**src/rtl/upd_prop_pkg.sv**
```systemverilog
package upd_prop_pkg;

    // master transfer-end handling
    localparam logic [1:0] MDMA_END  = 2'b01;
    localparam logic [1:0] MDMA_ROLL = 2'b10;

    // slave gating codes
    localparam logic [3:0] GATE_DMA      = 4'b0001;
    localparam logic [3:0] GATE_ROLL_DMA = 4'b0010;
    localparam logic [3:0] GATE_EN0      = 4'b0011;
    localparam logic [3:0] GATE_EN1      = 4'b0100;
    localparam logic [3:0] GATE_EN2      = 4'b0101;

    // bit position of the follow mask inside a slave word
    localparam int MASK_LSB = 7;

    typedef struct packed {
        logic [1:0] dma_mode;
        logic       rep_en;
    } mcfg_t;

    typedef struct packed {
        logic [3:0] gate;
        logic       fol_m;
        logic       rst_en;
        logic       rep_en;
    } scfg_t;

endpackage

```
**src/rtl/upd_cfg_regs.sv**
```systemverilog
module upd_cfg_regs
    import upd_prop_pkg::*;
#(
    parameter int N  = 6,
    parameter int AW = 4,
    parameter int WW = MASK_LSB + N
) (
    input  logic                  clk_i,
    input  logic                  rst_ni,
    input  logic                  we_i,
    input  logic [AW-1:0]         addr_i,
    input  logic [WW-1:0]         wdata_i,
    output mcfg_t                 m_cfg_o,
    output scfg_t [N-1:0]         s_cfg_o,
    output logic  [N-1:0][N-1:0]  s_mask_o,
    output logic  [N:0]           sw_o
);

    localparam logic [AW-1:0] SW_ADDR = '1;

    typedef struct packed {
        mcfg_t                m;
        scfg_t [N-1:0]        s;
        logic  [N-1:0][N-1:0] mask;
    } cfg_state_t;

    cfg_state_t q, d;

    always_comb begin
        d    = q;
        sw_o = '0;
        if (we_i) begin
            if (addr_i == '0) begin
                d.m.rep_en   = wdata_i[0];
                d.m.dma_mode = wdata_i[2:1];
            end
            for (int k = 0; k < N; k++) begin
                if (addr_i == AW'(k + 1)) begin
                    d.s[k].rep_en = wdata_i[0];
                    d.s[k].rst_en = wdata_i[1];
                    d.s[k].fol_m  = wdata_i[2];
                    d.s[k].gate   = wdata_i[6:3];
                    d.mask[k]     = wdata_i[MASK_LSB +: N] & ~(N'(1) << k);
                end
            end
            if (addr_i == SW_ADDR) begin
                sw_o = wdata_i[N:0];
            end
        end
    end

    always_ff @(posedge clk_i or negedge rst_ni) begin
        if (!rst_ni) q <= '0;
        else         q <= d;
    end

    assign m_cfg_o  = q.m;
    assign s_cfg_o  = q.s;
    assign s_mask_o = q.mask;

endmodule

```
**src/rtl/upd_src_master.sv**
```systemverilog
module upd_src_master
    import upd_prop_pkg::*;
(
    input  logic  clk_i,
    input  logic  rst_ni,
    input  mcfg_t cfg_i,
    input  logic  roll_i,
    input  logic  rep_roll_i,
    input  logic  rep_rst_i,
    input  logic  dma_end_i,
    input  logic  sw_i,
    output logic  loc_o,
    output logic  fwd_o
);

    typedef struct packed {
        logic armed;
    } mst_state_t;

    mst_state_t q, d;
    logic roll_mode;
    logic fire;

    always_comb begin
        d         = q;
        roll_mode = (cfg_i.dma_mode == MDMA_ROLL);
        fire      = roll_mode & q.armed & roll_i;
        d.armed   = roll_mode ? ((q.armed & ~roll_i) | dma_end_i) : 1'b0;
        fwd_o     = (cfg_i.rep_en & rep_roll_i) | fire;
        loc_o     = (cfg_i.rep_en & rep_rst_i)
                  | ((cfg_i.dma_mode == MDMA_END) & dma_end_i)
                  | sw_i;
    end

    always_ff @(posedge clk_i or negedge rst_ni) begin
        if (!rst_ni) q <= '0;
        else         q <= d;
    end

endmodule

```
**src/rtl/upd_src_slave.sv**
```systemverilog
module upd_src_slave
    import upd_prop_pkg::*;
(
    input  logic       clk_i,
    input  logic       rst_ni,
    input  scfg_t      cfg_i,
    input  logic       roll_i,
    input  logic       rep_roll_i,
    input  logic       rep_rst_i,
    input  logic       cnt_rst_i,
    input  logic       dma_end_i,
    input  logic [2:0] upd_en_i,
    input  logic       sw_i,
    output logic       loc_o,
    output logic       fwd_o
);

    typedef struct packed {
        logic armed;
    } slv_state_t;

    slv_state_t q, d;
    logic roll_mode;
    logic fire;
    logic gated;

    always_comb begin
        d         = q;
        roll_mode = (cfg_i.gate == GATE_ROLL_DMA);
        fire      = roll_mode & q.armed & roll_i;
        d.armed   = roll_mode ? ((q.armed & ~roll_i) | dma_end_i) : 1'b0;
        unique case (cfg_i.gate)
            GATE_DMA: gated = dma_end_i;
            GATE_EN0: gated = upd_en_i[0];
            GATE_EN1: gated = upd_en_i[1];
            GATE_EN2: gated = upd_en_i[2];
            default:  gated = 1'b0;
        endcase
        fwd_o = (cfg_i.rep_en & rep_roll_i)
              | (cfg_i.rst_en & roll_i)
              | fire;
        loc_o = (cfg_i.rep_en & rep_rst_i)
              | (cfg_i.rst_en & cnt_rst_i)
              | gated
              | sw_i;
    end

    always_ff @(posedge clk_i or negedge rst_ni) begin
        if (!rst_ni) q <= '0;
        else         q <= d;
    end

endmodule

```
**src/rtl/upd_prop_net.sv**
```systemverilog
module upd_prop_net
    import upd_prop_pkg::*;
#(
    parameter  int N  = 6,
    parameter  int DW = 16,
    parameter  int AW = 4,
    localparam int CW = MASK_LSB + N
) (
    input  logic                  clk_i,
    input  logic                  rst_ni,
    input  logic                  cfg_we_i,
    input  logic [AW-1:0]         cfg_addr_i,
    input  logic [CW-1:0]         cfg_wdata_i,
    input  logic                  m_roll_i,
    input  logic                  m_rep_roll_i,
    input  logic                  m_rep_rst_i,
    input  logic                  m_dma_end_i,
    input  logic [N-1:0]          s_roll_i,
    input  logic [N-1:0]          s_rep_roll_i,
    input  logic [N-1:0]          s_rep_rst_i,
    input  logic [N-1:0]          s_cnt_rst_i,
    input  logic [N-1:0]          s_dma_end_i,
    input  logic [2:0]            upd_en_i,
    input  logic [DW-1:0]         m_pre_i,
    input  logic [N-1:0][DW-1:0]  s_pre_i,
    output logic                  m_upd_o,
    output logic [N-1:0]          s_upd_o,
    output logic [DW-1:0]         m_act_o,
    output logic [N-1:0][DW-1:0]  s_act_o
);

    mcfg_t                m_cfg;
    scfg_t [N-1:0]        s_cfg;
    logic  [N-1:0][N-1:0] s_mask;
    logic  [N:0]          sw;
    logic                 m_loc, m_fwd;
    logic  [N-1:0]        s_loc, s_fwd;
    logic  [N-1:0]        fol_m_vec;

    upd_cfg_regs #(.N(N), .AW(AW), .WW(CW)) u_cfg (
        .clk_i    (clk_i),
        .rst_ni   (rst_ni),
        .we_i     (cfg_we_i),
        .addr_i   (cfg_addr_i),
        .wdata_i  (cfg_wdata_i),
        .m_cfg_o  (m_cfg),
        .s_cfg_o  (s_cfg),
        .s_mask_o (s_mask),
        .sw_o     (sw)
    );

    upd_src_master u_mst (
        .clk_i      (clk_i),
        .rst_ni     (rst_ni),
        .cfg_i      (m_cfg),
        .roll_i     (m_roll_i),
        .rep_roll_i (m_rep_roll_i),
        .rep_rst_i  (m_rep_rst_i),
        .dma_end_i  (m_dma_end_i),
        .sw_i       (sw[0]),
        .loc_o      (m_loc),
        .fwd_o      (m_fwd)
    );

    for (genvar k = 0; k < N; k++) begin : g_slv
        upd_src_slave u_slv (
            .clk_i      (clk_i),
            .rst_ni     (rst_ni),
            .cfg_i      (s_cfg[k]),
            .roll_i     (s_roll_i[k]),
            .rep_roll_i (s_rep_roll_i[k]),
            .rep_rst_i  (s_rep_rst_i[k]),
            .cnt_rst_i  (s_cnt_rst_i[k]),
            .dma_end_i  (s_dma_end_i[k]),
            .upd_en_i   (upd_en_i),
            .sw_i       (sw[k+1]),
            .loc_o      (s_loc[k]),
            .fwd_o      (s_fwd[k])
        );
        assign fol_m_vec[k] = s_cfg[k].fol_m;
    end

    typedef struct packed {
        logic [DW-1:0]        m_act;
        logic [N-1:0][DW-1:0] s_act;
    } act_state_t;

    act_state_t q, d;

    // followed events are taken only from the sources' own forwardable causes
    always_comb begin
        d       = q;
        m_upd_o = m_loc | m_fwd;
        for (int k = 0; k < N; k++) begin
            s_upd_o[k] = s_loc[k] | s_fwd[k]
                       | (fol_m_vec[k] & m_fwd)
                       | (|(s_mask[k] & s_fwd));
        end
        if (m_upd_o) d.m_act = m_pre_i;
        for (int k = 0; k < N; k++) begin
            if (s_upd_o[k]) d.s_act[k] = s_pre_i[k];
        end
    end

    always_ff @(posedge clk_i or negedge rst_ni) begin
        if (!rst_ni) q <= '0;
        else         q <= d;
    end

    assign m_act_o = q.m_act;
    assign s_act_o = q.s_act;

endmodule

```
**config.mk**
```make
export PLATFORM = sky130hd
export DESIGN_NAME = upd_prop_net
export DESIGN_NICKNAME = d
export VERILOG_FILES = /design/src/rtl/upd_prop_pkg.sv /design/src/rtl/upd_cfg_regs.sv /design/src/rtl/upd_src_master.sv /design/src/rtl/upd_src_slave.sv /design/src/rtl/upd_prop_net.sv
export SDC_FILE = /design/constraint.sdc
export NUM_CORES = 1
export LEC_CHECK = 0
export BUFFER_PORTS_ARGS = -buffer_cell sky130_fd_sc_hd__buf_2
export CORE_MARGIN = 2
export CORE_UTILIZATION = 50
export DETAILED_ROUTE_END_ITERATION = 6
export PLACE_DENSITY = 0.91
export SLEW_MARGIN = 10
export SYNTH_ARGS = -nofsm -noshare
export SYNTH_HDL_FRONTEND = slang
export SYNTH_HIERARCHICAL = 1
export SYNTH_SLANG_ARGS = --single-unit
```
**constraint.sdc**
```tcl
create_clock -name clk_i -period 3 [get_ports clk_i]
set_clock_uncertainty 0.05 [all_clocks]
set_input_delay 0.45 -clock clk_i [delete_from_list [all_inputs] [get_ports clk_i]]
set_output_delay 0.45 -clock clk_i [all_outputs]
set_load 0.02 [all_outputs]
```
* Word-level counts from Yosys, hierarchy flattened
Index checks and enable logic that the tools add are counted.
** Word-level totals
- Flip-flop bits (word level) :: 194
- Bits in latches :: 0
- Bits in writable memories :: 0
- Memory bits (read-only) :: 0
- Bits of input ports :: 169
- Output and inout bits :: 119
- Logic and storage cells :: 240
- Memories kept :: 0
** Cells by class
- Add/sub/neg operators :: 0
- Multiply operators :: 0
- Divide/modulo/power cells :: 0
- Magnitude comparators :: 0
- Equality and inequality tests :: 39
- Shift-type cells :: 0
- Mux-type cells :: 15
- Bitwise logic cells :: 126
- Reductions and logical operators :: 14
** Operator list (count)
- == test 4 x 3 -> 1 bit (second input constant) :: 15
- bitwise OR 1 bit :: 59
- == test 4 x 2 -> 1 bit (second input constant) :: 14
- bitwise AND 1 bit :: 54
- OR reduction 6 bit :: 6
- bitwise AND 6 bit :: 5
- == test 4 x 1 -> 1 bit (second input constant) :: 7
- one-hot mux 1 bit (4 select lines) :: 6
- two-way mux 7 bit :: 2
- AND reduction 2 bit :: 7
- two-way mux 1 bit :: 7
- inverter 1 bit :: 7
- bitwise AND 5 x 6 -> 6 bit :: 1
- == test 4 bit (second input constant) :: 1
- logical NOT 4 bit :: 1
- == test 2 x 1 -> 1 bit (second input constant) :: 1
- == test 2 bit (second input constant) :: 1

* Depth between registers and ports, before layout
- Depth after elaboration :: 7
- Depth in mapped cells :: 9
- Mapped depth without buffers :: 8

* Hierarchy
The synthesis kept the hierarchy.
** Modules (own cells, without submodules)
- upd_prop_net :: instances 1, cells an instance 258, area each 4433.0 µm², seq. area each 2802.7 µm²
- upd_cfg_regs :: instances 1, cells an instance 183, area each 2989.1 µm², seq. area each 1876.8 µm²
- upd_src_slave :: instances 6, cells an instance 17, area each 131.4 µm², seq. area each 25.0 µm²
- upd_src_master :: instances 1, cells an instance 11, area each 95.1 µm², seq. area each 25.0 µm²

* Worst setup path before layout
OpenSTA, ideal clock, no wires.
- Path kind :: input -> output
- From :: in cfg_addr_i[0]
- To :: out s_upd_o[1]
- Data arrival time :: 1.750 ns
- Data required time :: 2.500 ns
- Slack :: 0.750 ns
- Stages :: 8
- Path buffers :: 1
- Path through :: nand2_1 -> nor2_1 -> and2_1 -> a221oi_1 -> o31ai_2 -> a211oi_1 -> nand3_2 -> buf_6
** Between the ends
- Longest elaborated chain between the ends :: 7
** RTL lines
- start, declared :: RTL line upd_prop_net.sv:12 : input logic [AW-1:0] cfg_addr_i,
- == test 4 bit :: RTL line upd_cfg_regs.sv:46 : if (addr_i == SW_ADDR) begin
- two-way mux 7 bit :: RTL line upd_cfg_regs.sv:46
- two-way mux 7 bit :: RTL line upd_cfg_regs.sv:32 : if (we_i) begin
- via sw[2] :: RTL line upd_prop_net.sv:35 : logic [N:0] sw;
- bitwise OR 1 bit :: RTL line upd_src_slave.sv:45 : | sw_i;
- via s_loc[1] :: RTL line upd_prop_net.sv:37 : logic [N-1:0] s_loc, s_fwd;
- bitwise OR 1 bit :: RTL line upd_prop_net.sv:95 : s_upd_o[k] = s_loc[k] | s_fwd[k]
- bitwise OR 1 bit :: RTL line upd_prop_net.sv:96 : | (fol_m_vec[k] & m_fwd)
- bitwise OR 1 bit :: RTL line upd_prop_net.sv:97 : | (|(s_mask[k] & s_fwd));
- end, declared :: RTL line upd_prop_net.sv:27 : output logic [N-1:0] s_upd_o,
The timed path passes the listed nets, and every way through them passes these cells.

* Final worst setup path
- From :: reg u_cfg.q (netlist bit u_cfg/s_cfg_o[11])
- To :: out s_upd_o[3]
** Between the ends
- Longest elaborated chain between the ends :: 7
** RTL lines
- start, declared :: RTL line upd_cfg_regs.sv:27 : cfg_state_t q, d;
- start signal, assigned :: RTL line upd_cfg_regs.sv:53 : if (!rst_ni) q <= '0;
- start signal, assigned :: RTL line upd_cfg_regs.sv:54 : else q <= d;
- == test 4 x 2 -> 1 bit :: RTL line upd_src_slave.sv:29 : roll_mode = (cfg_i.gate == GATE_ROLL_DMA);
- bitwise AND 1 bit (2 in a row) :: RTL line upd_src_slave.sv:30 : fire = roll_mode & q.armed & roll_i;
- bitwise OR 1 bit :: RTL line upd_src_slave.sv:41 : | fire;
- via s_fwd[1] :: RTL line upd_prop_net.sv:37
- bitwise AND 6 bit :: RTL line upd_prop_net.sv:97
- OR reduction 6 bit :: RTL line upd_prop_net.sv:97
- bitwise OR 1 bit :: RTL line upd_prop_net.sv:97
The timed path passes the listed nets, and every way through them passes these cells.

==> metrics <==
critical path endpoint s_upd_o[3]; Port Buffers 287; reg-to-reg critical path endpoint s_act_o[56]; FMAX 340.6 MHz; Reg clk slew, reported paths 0.07 ns; Max-cap violations 0; outcome completed; Synthesized Nets 716; antenna-violating nets left 0; Area growth syn-to-layout 28.88%; critical path type flop to output port; final hold violations 0; Total GRT Usage 22.87%; global route total overflow 0; Slew Viols, Final 0; Final Wtd Congestion 0.8346; final setup violation count 0; Die ar. 0.01756 mm2; Syn Std Cell Area 0.008257 mm2; Vias 5,825; fin cells 1,088; CTS Buf Count 17; syn avg cell area 15.09 um2; CP endpoint kind output port; CP Launch Type flop; critical path cell sequence nor4b_2 -> a21o_1 -> a22o_2 -> a222oi_1 -> nand3_2 -> buf_4; Rows 46; peak supply drop 0.5761 mV; Ys Warns 6; Initial DRC Count 273; Slew Limit Headroom 57.74%; Required @ worst endpoint 2.50 ns; dpl hpwl 15,260 um; DRC Markers 0; DIE HEIGHT 132.5 um; Mapped Cells 547; Skew-Pair Late Insertion Delay 0.43 ns; CP Max Fanout 6; final period utilization 97.86%; number of global-route vias before repair 6,203; slowest library cell on the worst path a222oi_1; I/O Pins 288; Power Density 855.4 mW/mm2; Core Footprint 0.01600 mm2; layout cells sized above 1 63.76%; total routed wirelength 20,260 um; Critical Path Start u_cfg/s_cfg_o[11]; number of H-tree levels 4; largest net degree at the start of global routing 70; worst hold-check path type primary input to flop; # clock sinks 194; slowest stage delay, CP 0.55 ns; placed instance count 1,050; RR Startpoint u_cfg/s_cfg_o[11]; final core occ 66.51%; CTS tree yes; R2R setup slack 0.35 ns; critical path arrival 2.44 ns; worst slew pin tran 0.6320 ns; Filler cells 1,162; setup TNS 0 ns; Die W 132.5 um; DR vias/cell 5.354; Leak Pwr 5.185 nW; Final Net Count 1,028; worst hold margin 0.1925 ns; Tmin final 2.936 ns; diode count 0; initial antenna violation count 0; first-pass GRT wire length 31,620 um; router iterations before antenna repair 5; reg2reg path depth 8; Clock Tree Buf Depth 2; Starting Density 51.60%; post-DR wirelength/cell 18.62 um; Root Driver clkbuf_16
## report_power, final
part | internal (mW) | switching (mW)
clock | 1.35 | 0.993
combinational | 1.40 | 1.59
sequential | 3.32 | 0.444
total | 6.07 | 3.03
## layout by cell type (no fill, tap or decap), drive strengths merged
cell,n
clkbuf,20
nand3,7
a31oi,6
and2,7
clkinv,4
nor3b,1
a21oi,8
o21a,6
nor2b,7
a21o,6
inv,19
a222oi,6
dlygate4sd3,1
nor2,21
nor4b,8
mux2,187
a22oi,6
or4,1
o21ai,8
nand2b,2
a221oi,6
dfrtp,194
nand3b,2
a22o,6
bufinv,3
nand2,12
a211oi,6
buf,305
o31ai,6
clkinvlp,1
## state kept, by name, indices dropped and copies added (netlist names)
signal,flops
g_slv.u_slv/q,6
m_act_o,16
u_mst/q,1
u_cfg/m_cfg_o,3
u_cfg/s_mask_o,30
u_cfg/s_cfg_o,42
s_act_o,96
## final cells by class
cell class / instances / area (um2) / area share (%)
Sequential cell: 194 / 4855 / 45.62
Multi-Input combinational cell: 325 / 3227 / 30.32
Timing Repair Buffer: 307 / 1619 / 15.21
Clock buffer: 19 / 442.9 / 4.162
Tap cell: 216 / 270.3 / 2.540
Clock inverter: 13 / 175.2 / 1.646
Inverter: 14 / 52.55 / 0.4938
## critical path: cells and delay by family (launching register included)
kind | cells | cell delay [ns]
compound gates | 3 | 1.01
simple gates | 2 | 0.36
flops | 1 | 0.42
buf+inv | 1 | 0.21
## per-layer routing
metal / routed length (um) / GRT usage (%) / up-vias
li1: - / - / 2635
met1: 8131 / 27.93 / 2918
met2: 10520 / 39.95 / 240
met3: 1248 / 5.824 / 32
met4: 367 / 7.109 / 0
met5: 0 / 0 / -
## worst min-delay path by stage
stage          cells after the start          endpoint        start
6_report                           2       s_act_o[60]  s_pre_i[60]
5_1_grt                            2        s_act_o[6]   s_pre_i[6]
4_1_cts                            2       s_act_o[45]  s_pre_i[45]
3_5_place_dp                       1       s_act_o[55]       rst_ni
3_3_place_gp                       1       s_act_o[54]       rst_ni
2_1_floorplan                      0  g_slv[0].u_slv/q       rst_ni
## timing repair
| action | CTS | global route |
|---|---|---|
| setup endpoints to repair | 1 | 3 |
| gates resized for setup | 0 | 3 |
| pin swaps | 2 | 4 |
| hold endpoints to repair | 56 | 0 |
| hold buffers | 1 | 0 |
| setup buffers | 1 | 4 |
## metrics by stage
step	area [um2]	power, mW	worst slack, ns
after floorplan	8257	5.711	0.7502
after global placement	9967	6.626	0.3271
after detailed placement	9967	6.773	0.2508
after CTS	10600	9.153	0.02113
after global routing	10640	9.527	-0.004561
final	10640	9.103	0.06422
(Power assumes the default switching activity.)
